## src/rtl/rtc_pkg.sv

```systemverilog
package rtc_pkg;

    localparam int BCD2_W  = 8;
    localparam int BCD3_W  = 12;
    localparam int WDAY_W  = 4;
    localparam int SEL_W   = 4;

    typedef enum logic [SEL_W-1:0] {
        FLD_HUND  = 4'd0,
        FLD_SEC   = 4'd1,
        FLD_MIN   = 4'd2,
        FLD_HOUR  = 4'd3,
        FLD_MDAY  = 4'd4,
        FLD_MONTH = 4'd5,
        FLD_YEAR  = 4'd6,
        FLD_WDAY  = 4'd7,
        FLD_YDAY  = 4'd8
    } rtc_field_e;

    typedef struct packed {
        logic [BCD2_W-1:0] hund;
        logic [BCD2_W-1:0] sec;
        logic [BCD2_W-1:0] min;
        logic [BCD2_W-1:0] mday;
        logic [BCD2_W-1:0] month;
        logic [BCD2_W-1:0] year;
        logic [WDAY_W-1:0] wday;
        logic [BCD3_W-1:0] yday;
    } cal_state_t;

    typedef struct packed {
        logic [BCD2_W-1:0] hour;
        logic              pm;
    } hour_state_t;

    // Two-digit BCD increment (no wrap; callers handle limits).
    function automatic logic [BCD2_W-1:0] bcd2_inc(input logic [BCD2_W-1:0] v);
        if (v[3:0] >= 4'd9) return {v[7:4] + 4'd1, 4'd0};
        else                return {v[7:4], v[3:0] + 4'd1};
    endfunction

    // Three-digit BCD increment.
    function automatic logic [BCD3_W-1:0] bcd3_inc(input logic [BCD3_W-1:0] v);
        logic [BCD3_W-1:0] r;
        r = v;
        if (v[3:0] < 4'd9) begin
            r[3:0] = v[3:0] + 4'd1;
        end else begin
            r[3:0] = 4'd0;
            if (v[7:4] < 4'd9) begin
                r[7:4] = v[7:4] + 4'd1;
            end else begin
                r[7:4]  = 4'd0;
                r[11:8] = v[11:8] + 4'd1;
            end
        end
        return r;
    endfunction

endpackage

```

## src/rtl/rtc_leap_detect.sv

```systemverilog
module rtc_leap_detect
    import rtc_pkg::*;
(
    input  logic [BCD2_W-1:0] year_bcd,
    output logic              leap
);
    // A decimal number is a multiple of four when: tens even and ones in {0,4,8},
    // or tens odd and ones in {2,6}.
    logic tens_odd;
    logic [3:0] ones;

    always_comb begin
        tens_odd = year_bcd[4];
        ones     = year_bcd[3:0];
        if (!tens_odd) leap = (ones == 4'd0) || (ones == 4'd4) || (ones == 4'd8);
        else           leap = (ones == 4'd2) || (ones == 4'd6);
    end
endmodule

```

## src/rtl/rtc_month_len.sv

```systemverilog
module rtc_month_len
    import rtc_pkg::*;
(
    input  logic [BCD2_W-1:0] month_bcd,
    input  logic              leap,
    output logic [BCD2_W-1:0] last_day
);
    always_comb begin
        unique case (month_bcd)
            8'h02:                      last_day = leap ? 8'h29 : 8'h28;
            8'h04, 8'h06, 8'h09, 8'h11: last_day = 8'h30;
            default:                    last_day = 8'h31;
        endcase
    end
endmodule

```

## src/rtl/rtc_hour_ctr.sv

```systemverilog
module rtc_hour_ctr
    import rtc_pkg::*;
(
    input  logic              clk,
    input  logic              rst_n,
    input  logic              step,
    input  logic              mode24,
    input  logic              load,
    input  logic [BCD2_W-1:0] load_hour,
    input  logic              load_pm,
    output logic [BCD2_W-1:0] hour,
    output logic              pm,
    output logic              day_end
);
    hour_state_t hs_d, hs_q;

    always_comb begin
        hs_d    = hs_q;
        day_end = 1'b0;
        if (load) begin
            hs_d.hour = load_hour;
            hs_d.pm   = load_pm;
        end else if (step) begin
            if (mode24) begin
                if (hs_q.hour >= 8'h23) begin
                    hs_d.hour = 8'h00;
                    day_end   = 1'b1;
                end else begin
                    hs_d.hour = bcd2_inc(hs_q.hour);
                end
            end else begin
                if (hs_q.hour == 8'h11) begin
                    hs_d.hour = 8'h12;
                    hs_d.pm   = ~hs_q.pm;
                    day_end   = hs_q.pm;
                end else if (hs_q.hour >= 8'h12) begin
                    hs_d.hour = 8'h01;
                end else begin
                    hs_d.hour = bcd2_inc(hs_q.hour);
                end
            end
        end
    end

    always_ff @(posedge clk or negedge rst_n) begin
        if (!rst_n) begin
            hs_q.hour <= 8'h00;
            hs_q.pm   <= 1'b0;
        end else begin
            hs_q <= hs_d;
        end
    end

    assign hour = hs_q.hour;
    assign pm   = hs_q.pm;

    // PM flag may only change on a load or when the hour lands on 12.
    assert_pm_toggle_R4: assert property (@(posedge clk) disable iff (!rst_n)
        (!load && (hs_d.pm != hs_q.pm)) |=> (hs_q.hour == 8'h12));

    // Without a step or load the hour and flag hold.
    assert_hour_hold_R11: assert property (@(posedge clk) disable iff (!rst_n)
        (!load && !step) |=> ($stable(hs_q.hour) && $stable(hs_q.pm)));
endmodule

```

## src/rtl/rtc_calendar.sv

```systemverilog
module rtc_calendar
    import rtc_pkg::*;
#(
    parameter int WDAY_LAST = 7,
    parameter int DATA_W    = 12,
    parameter int SELW      = 4
) (
    input  logic              clk,
    input  logic              rst_n,
    input  logic              tick_100hz,
    input  logic              hr24_mode,
    input  logic              wr_en,
    input  logic [SELW-1:0]   wr_sel,
    input  logic [DATA_W-1:0] wr_data,
    output logic [7:0]        hund_o,
    output logic [7:0]        sec_o,
    output logic [7:0]        min_o,
    output logic [7:0]        hour_o,
    output logic              pm_o,
    output logic [7:0]        mday_o,
    output logic [7:0]        month_o,
    output logic [7:0]        year_o,
    output logic [3:0]        wday_o,
    output logic [11:0]       yday_o
);
    localparam logic [WDAY_W-1:0] WDAY_MAX = WDAY_W'(WDAY_LAST);

    cal_state_t        st_d, st_q;
    rtc_field_e        fld;
    logic              adv, c_sec, c_min, c_hour, day_end;
    logic              leap, month_end, hour_load;
    logic [BCD2_W-1:0] last_day;
    logic [BCD3_W-1:0] yday_last;
    logic [BCD2_W-1:0] hour_q;
    logic              pm_q;

    assign fld       = rtc_field_e'(wr_sel);
    assign adv       = tick_100hz && !wr_en;
    assign c_sec     = adv    && (st_q.hund >= 8'h99);
    assign c_min     = c_sec  && (st_q.sec  >= 8'h59);
    assign c_hour    = c_min  && (st_q.min  >= 8'h59);
    assign hour_load = wr_en && (fld == FLD_HOUR);

    rtc_leap_detect u_leap (
        .year_bcd (st_q.year),
        .leap     (leap)
    );

    rtc_month_len u_mlen (
        .month_bcd (st_q.month),
        .leap      (leap),
        .last_day  (last_day)
    );

    rtc_hour_ctr u_hour (
        .clk       (clk),
        .rst_n     (rst_n),
        .step      (c_hour),
        .mode24    (hr24_mode),
        .load      (hour_load),
        .load_hour (wr_data[7:0]),
        .load_pm   (wr_data[8]),
        .hour      (hour_q),
        .pm        (pm_q),
        .day_end   (day_end)
    );

    assign month_end = st_q.mday >= last_day;
    assign yday_last = leap ? 12'h366 : 12'h365;

    always_comb begin
        st_d = st_q;
        if (adv)
            st_d.hund = c_sec ? 8'h00 : bcd2_inc(st_q.hund);
        if (c_sec)
            st_d.sec = c_min ? 8'h00 : bcd2_inc(st_q.sec);
        if (c_min)
            st_d.min = c_hour ? 8'h00 : bcd2_inc(st_q.min);
        if (day_end) begin
            st_d.wday = (st_q.wday >= WDAY_MAX) ? WDAY_W'(1) : st_q.wday + WDAY_W'(1);
            st_d.yday = (st_q.yday >= yday_last) ? 12'h001 : bcd3_inc(st_q.yday);
            if (month_end) begin
                st_d.mday = 8'h01;
                if (st_q.month >= 8'h12) begin
                    st_d.month = 8'h01;
                    st_d.year  = (st_q.year >= 8'h99) ? 8'h00 : bcd2_inc(st_q.year);
                end else begin
                    st_d.month = bcd2_inc(st_q.month);
                end
            end else begin
                st_d.mday = bcd2_inc(st_q.mday);
            end
        end
        if (wr_en) begin
            case (fld)
                FLD_HUND:  st_d.hund  = wr_data[7:0];
                FLD_SEC:   st_d.sec   = wr_data[7:0];
                FLD_MIN:   st_d.min   = wr_data[7:0];
                FLD_MDAY:  st_d.mday  = wr_data[7:0];
                FLD_MONTH: st_d.month = wr_data[7:0];
                FLD_YEAR:  st_d.year  = wr_data[7:0];
                FLD_WDAY:  st_d.wday  = wr_data[WDAY_W-1:0];
                FLD_YDAY:  st_d.yday  = wr_data[BCD3_W-1:0];
                default:   ;
            endcase
        end
    end

    always_ff @(posedge clk or negedge rst_n) begin
        if (!rst_n) begin
            st_q.hund  <= 8'h00;
            st_q.sec   <= 8'h00;
            st_q.min   <= 8'h00;
            st_q.mday  <= 8'h01;
            st_q.month <= 8'h01;
            st_q.year  <= 8'h00;
            st_q.wday  <= WDAY_W'(1);
            st_q.yday  <= 12'h001;
        end else begin
            st_q <= st_d;
        end
    end

    assign hund_o  = st_q.hund;
    assign sec_o   = st_q.sec;
    assign min_o   = st_q.min;
    assign hour_o  = hour_q;
    assign pm_o    = pm_q;
    assign mday_o  = st_q.mday;
    assign month_o = st_q.month;
    assign year_o  = st_q.year;
    assign wday_o  = st_q.wday;
    assign yday_o  = st_q.yday;

    // Seconds move only on a hundredths wrap or a write.
    assert_sec_carry_R2: assert property (@(posedge clk) disable iff (!rst_n)
        (!wr_en && !(tick_100hz && st_q.hund == 8'h99)) |=> $stable(st_q.sec));

    // 23:59:59.99 plus a tick in 24-hour mode gives hour 00 and a new date.
    assert_day_wrap_R3: assert property (@(posedge clk) disable iff (!rst_n)
        (adv && hr24_mode && hour_q == 8'h23 && st_q.min == 8'h59 &&
         st_q.sec == 8'h59 && st_q.hund == 8'h99)
        |=> (hour_q == 8'h00 && st_q.mday != $past(st_q.mday) &&
             st_q.wday != $past(st_q.wday)));

    // Date-side counters hold unless the hour chain ends a day or a write lands.
    assert_date_hold_R7: assert property (@(posedge clk) disable iff (!rst_n)
        (!wr_en && !day_end) |=> ($stable(st_q.mday) && $stable(st_q.wday) &&
                                   $stable(st_q.yday) && $stable(st_q.month)));

    // A seconds write lands on the next edge and stops that cycle's tick.
    assert_write_prio_R10: assert property (@(posedge clk) disable iff (!rst_n)
        (wr_en && fld == FLD_SEC) |=> (st_q.sec == $past(wr_data[7:0]) &&
                                        $stable(st_q.hund)));

    // No tick, no write: the fast counters hold.
    assert_idle_hold_R11: assert property (@(posedge clk) disable iff (!rst_n)
        (!tick_100hz && !wr_en) |=> ($stable(st_q.hund) && $stable(st_q.min)));
endmodule

```

## config.mk

```make
export PLATFORM = sky130hd
export DESIGN_NAME = rtc_calendar
export DESIGN_NICKNAME = d
export VERILOG_FILES = /design/src/rtl/rtc_pkg.sv /design/src/rtl/rtc_leap_detect.sv /design/src/rtl/rtc_month_len.sv /design/src/rtl/rtc_hour_ctr.sv /design/src/rtl/rtc_calendar.sv
export SDC_FILE = /design/constraint.sdc
export NUM_CORES = 1
export LEC_CHECK = 0
export BUFFER_PORTS_ARGS = -buffer_cell sky130_fd_sc_hd__buf_2
export CORE_MARGIN = 8
export CORE_UTILIZATION = 51
export DETAILED_ROUTE_END_ITERATION = 16
export MAX_ROUTING_LAYER = met4
export PLACE_DENSITY = 0.81
export SETUP_SLACK_MARGIN = 0.5
export SLEW_MARGIN = 20
export SYNTH_ARGS = -nofsm -noshare
export SYNTH_HDL_FRONTEND = slang
export SYNTH_HIERARCHICAL = 1
export SYNTH_SLANG_ARGS = --single-unit
```

## constraint.sdc

```tcl
create_clock -name clk -period 5.4 [get_ports clk]
set_input_delay 1.62 -clock clk [delete_from_list [all_inputs] [get_ports clk]]
set_output_delay 1.62 -clock clk [all_outputs]
set_load 0.03 [all_outputs]
```

-- Yosys cells after proc, flatten, opt, wreduce, memory -nomap -nowiden
Cells that the tools add are included.
- memories kept: 0
- ROM bits: 0
- word-level logic and storage cells: 133
- register bits after elaboration: 73
- latch bits: 0
- bits in writable memories: 0
- divide/modulo/power cells: 0
- bitwise gates (word level): 1
- equal/unequal tests: 19
- $mul: 0
- add/subtract/negate cells: 18
- reductions and logical operators: 15
- $lt $le $gt $ge: 19
- mux-type cells: 51
- shifts and indexed selects: 0
- operators by type and width (operator ; count):
    8-bit two-way mux ; 28
    4-bit by 1-bit adder with 4-bit output (second input constant) ; 18
    64-bit two-way mux ; 1
    40-bit two-way mux ; 1
    4-bit greater-or-equal comparator (second input constant) ; 7
    4-bit by 3-bit == test with 1-bit output (second input constant) ; 6
    12-bit two-way mux ; 2
    4-bit two-way mux ; 5
    9-bit two-way mux ; 2
    8-bit by 3-bit == test with 1-bit output (second input constant) ; 2
    8-bit by 5-bit == test with 1-bit output (second input constant) ; 2
    8-bit by 5-bit greater-or-equal comparator with 1-bit output (second input constant) ; 2
    8-bit by 7-bit greater-or-equal comparator with 1-bit output (second input constant) ; 2
    8-bit greater-or-equal comparator (second input constant) ; 2
    16-bit two-way mux ; 1
    8-bit one-hot mux with 2 select lines ; 1
    4-bit by 2-bit == test with 1-bit output (second input constant) ; 3
    12-bit by 10-bit greater-or-equal comparator with 1-bit output ; 1
    1-bit two-way mux ; 9
    4-bit == test (second input constant) ; 2
    8-bit by 2-bit == test with 1-bit output (second input constant) ; 1
    8-bit by 4-bit == test with 1-bit output (second input constant) ; 1
    8-bit by 6-bit greater-or-equal comparator with 1-bit output (second input constant) ; 1
    8-bit greater-or-equal comparator ; 1
    other kinds (13) ; 22

-- Longest topological paths before layout
- word-level depth: 11
- depth in mapped cells: 16

-- By module
Netlist, hierarchy kept.
- by module, submodules not included (module ; cells each ; area each (µm²) ; instances):
    rtc_calendar ; 560 ; 4650.7 ; 1
    rtc_hour_ctr ; 92 ; 812.0 ; 1
    rtc_month_len ; 16 ; 115.1 ; 1
    rtc_leap_detect ; 3 ; 25.0 ; 1

-- Least setup slack after synthesis
No wires, ideal clock.
- path kind: input to register
- from: in tick_100hz
- to: reg st_q, in the netlist month_o[1]
- path buffers: 4
- stages: 13
- setup slack: 1.147 ns
- arrival time: 4.171 ns
- required time: 5.318 ns
- library setup time: 0.082 ns
- cell sequence: nor2b_1 > and2_1 > nand3_1 > buf_2 > nor2_1 > nand2b_1 > nor3_1 > clkbuf_1 > a32o_1 > clkbuf_1 > buf_1 > nand3_1 > a31oi_1
- RTL lines (item ; line ; text):
    start, declared ; rtc_calendar.sv:10 ; input logic tick_100hz,
    end signal, assigned ; rtc_calendar.sv:120 ; st_q <= st_d;
    end, declared ; rtc_calendar.sv:28 ; cal_state_t st_d, st_q;

==> metrics <==
clock sink total between 70 and 80; Final Critical Period 4.49 ns; root buffer cell clkbuf_8; Max VDD drop 277 uV; Routed Wire Length 16500 um; largest net degree at the start of global routing 38; Worst-path clk slew approximately 0.080 ns; main area contributors after synthesis dfrtp_1, ha_1, nand2_1, o21ai_0, nor2_1; Critical Path Most Common Cell buf_4; Die X 121 um; switching part of the total power 50.2%; fin nets 830; fraction of registers with async set/reset 100%; Routed WL per cell ~18 um; Max Clock Freq ~0.22 GHz; CTS tree yes; first-pass GRT wire length about 27000 um; total gr overflow 0; DR pass1 iterations 5; CP max-delay cell or4_1; maxcap violations 0; GPL Wtd Cong 0.917; combinational group share of total power 50.7%; EDFF count, synth 0; max-slew violations 0; most frequent cells after synthesis nand2_1, dfrtp_1, nor2_1, ha_1, o21ai_0; via count around 5500; M2 GR Usage between 30 and 40%; initial antenna violation count 0; NetSw 1.61 mW; Final Setup Violations 0; DP Area 0.00617 sq mm; static leakage approximately 2.9 nW; Worst EP arrival ~4.8 ns; antenna viol nets, final 0; total track usage 23.0%; GR Util met3 under 10%; ant diodes 0; hpwl dp 12000 um; Power Dens Cells about 500 mW/mm^2; sequential fraction of the synthesis area about a third; Worst-Skew Late Latency roughly 0.35 ns; Worst R2R Setup Slack 1.48 ns; Site Rows 38; Synth area leader dfrtp_1; critical path required time roughly 5.7 ns; crit path max fanout 20; most frequent cell after synthesis nand2_1; overall power 3.20 mW; Reg power frac 33.9%; CTS resizes 0; core area ~0.011 sq mm; initial core utilization 51.9%; Mapped Area around 0.0056 sq mm; Synth cell types 80; layout cells sized above 1 17.9%; Ports 94; period utilisation layout 83.1%; Worst Setup EP year_o[3]; clock skew 0.00885 ns; startpoint types input pin; TritonCTS buffer count 9; clock share of power 15.3%; critical-path cell list buf_2 > nor2b_1 > and2_1 > nand3_1 > buf_4 > nor2_1 > buf_4 > nand2b_1 > nor3_2 > buf_4 > a32oi_1 > buf_4 > or4_1 > a31oi_1; setup bufs post-CTS 0; Worst Setup End Kind register; Worst Setup SP wr_en; HP Class register to register; Area Overhead vs Synth 14.1%; Sum Neg Setup Slack 0 ns; H-tree depth 3; actual slew at the worst max-slew pin between 0.8 and 0.9 ns; predominant post-synthesis flop cell dfrtp_1; DR iter-0 viols 549; Pint 1.59 mW; GRT met1 Usage 29.2%; Ys Warns 6; Synth top area share between 30 and 40%; Max stage delay on crit path approximately 0.49 ns; worst reg2reg path startpoint hund_o[0]; R2R Path End year_o[3]; synthesized flop and latch total 73; Fin. Hold Viols 0; gr busiest metal met2; Final Cell Area roughly 0.0064 sq mm; drc violations 0; height of the die 121 um; Hold Buf Count CTS 0; Synth Instances 671; RSZ-0062 raised after global routing false; Die ar. 0.0146 sq mm; average cell area after synthesis between 8 and 9 sq um; port buffer count 93; Max-slew headroom 41.6%; worst reg-to-reg path cell count 15; vias in the first global route 5373; status complete, no violations; CP Class input pin to register; worst-case clock buffer depth 2; vias per cell 6.13
cells in the final DEF, fill, tap and decap left out, types with 4 or more instances in the layout:
master    instances
conb_1            5
dfstp_2           4
o21a_1           10
a21oi_1          40
nand3_1          24
o31ai_1          22
buf_2            93
nor3_1           12
clkbuf_8         10
o21ai_0          49
nor2_1           56
inv_1            42
xor2_1            7
nand2_1          78
nor3b_1           7
a221oi_1          6
and3_1            6
buf_4             9
nand4b_1          4
dfrtp_1          69
mux2i_1           4
nand4_1           6
nand3b_1          6
nor2b_1          12
nand2b_1         16
ha_1             54
a31oi_1          20
xnor2_1           5
worst min-delay path by stage:
stage / startpoint / to / depth (start not counted)
after CTS: sec_o[7] / sec_o[7] / 2
after floorplan: wday_o[0] / wday_o[0] / 2
final: sec_o[7] / sec_o[7] / 2
after global placement: sec_o[7] / sec_o[7] / 2
after detailed placement: sec_o[7] / sec_o[7] / 2
after global routing: sec_o[7] / sec_o[7] / 2
routing by layer:
metal  wire, um  part of all wire, %
met4        386                  2.3
met2       7750                   47
met5          0                    0
met3       1160                  7.0
met1       7160                   44
flip-flops by register name (all words and copies together) (netlist names):
name,cells
yday_o,12
hund_o,8
mday_o,8
min_o,8
month_o,8
sec_o,8
u_hour/hour,8
year_o,8
wday_o,4
u_hour/pm,1
critical path: cells and delay by family:
family                 cells  cell delay (ns)
AO/OA/AOI/OAI              2             0.33
buffers and inverters      5             1.02
AND/OR/NAND/NOR            7             1.76
power groups by stage:
stage / Clock [mW] / Combinational [mW] / Sequential, mW
final: 0.490 / 1.62 / 1.09
after global routing: 0.519 / 1.79 / 1.12
after CTS: 0.494 / 1.62 / 1.08
after detailed placement: 0 / 1.61 / 1.08
after global placement: 0 / 1.56 / 1.07
after floorplan: 0 / 0.795 / 1.38
layout make-up:
class | count | area [sq um]
repair buffers | 102 | 533
inverters | 42 | 158
clock inverters | 5 | 80.1
flip-flops and latches | 73 | 1830
fillers | 993 | 4400
well taps | 140 | 175
multi-input cells | 527 | 3480
clock buffers | 11 | 141
logic make-up (layout without fill, tap and decap cells):
family | Yosys count | in the layout | synth area share (%)
other | 2 | 5 | 0.134
muxes | 5 | 5 | 0.916
xor gates and xnor gates | 12 | 12 | 1.88
DFF | 73 | 73 | 32.7
AOI/OAI and AO/OA | 195 | 195 | 23.4
buffers and inverters | 74 | 160 | 5.56
adders and majority gates | 54 | 54 | 12.1
and+or+nand+nor | 256 | 256 | 23.3
metrics by stage:
step           utilization (%)  setup WS [ns]  hold WS, ns  cells
3_3_place_gp              57.1          0.677        0.564    883
3_5_place_dp              57.1          0.559        0.569    883
5_1_grt                   59.3          0.670        0.615    900
6_report                  59.3          0.913        0.600    900
4_1_cts                   59.2          0.941        0.591    899
2_1_floorplan                -           1.15        0.621    674
Power figures use the tool's default switching activity.
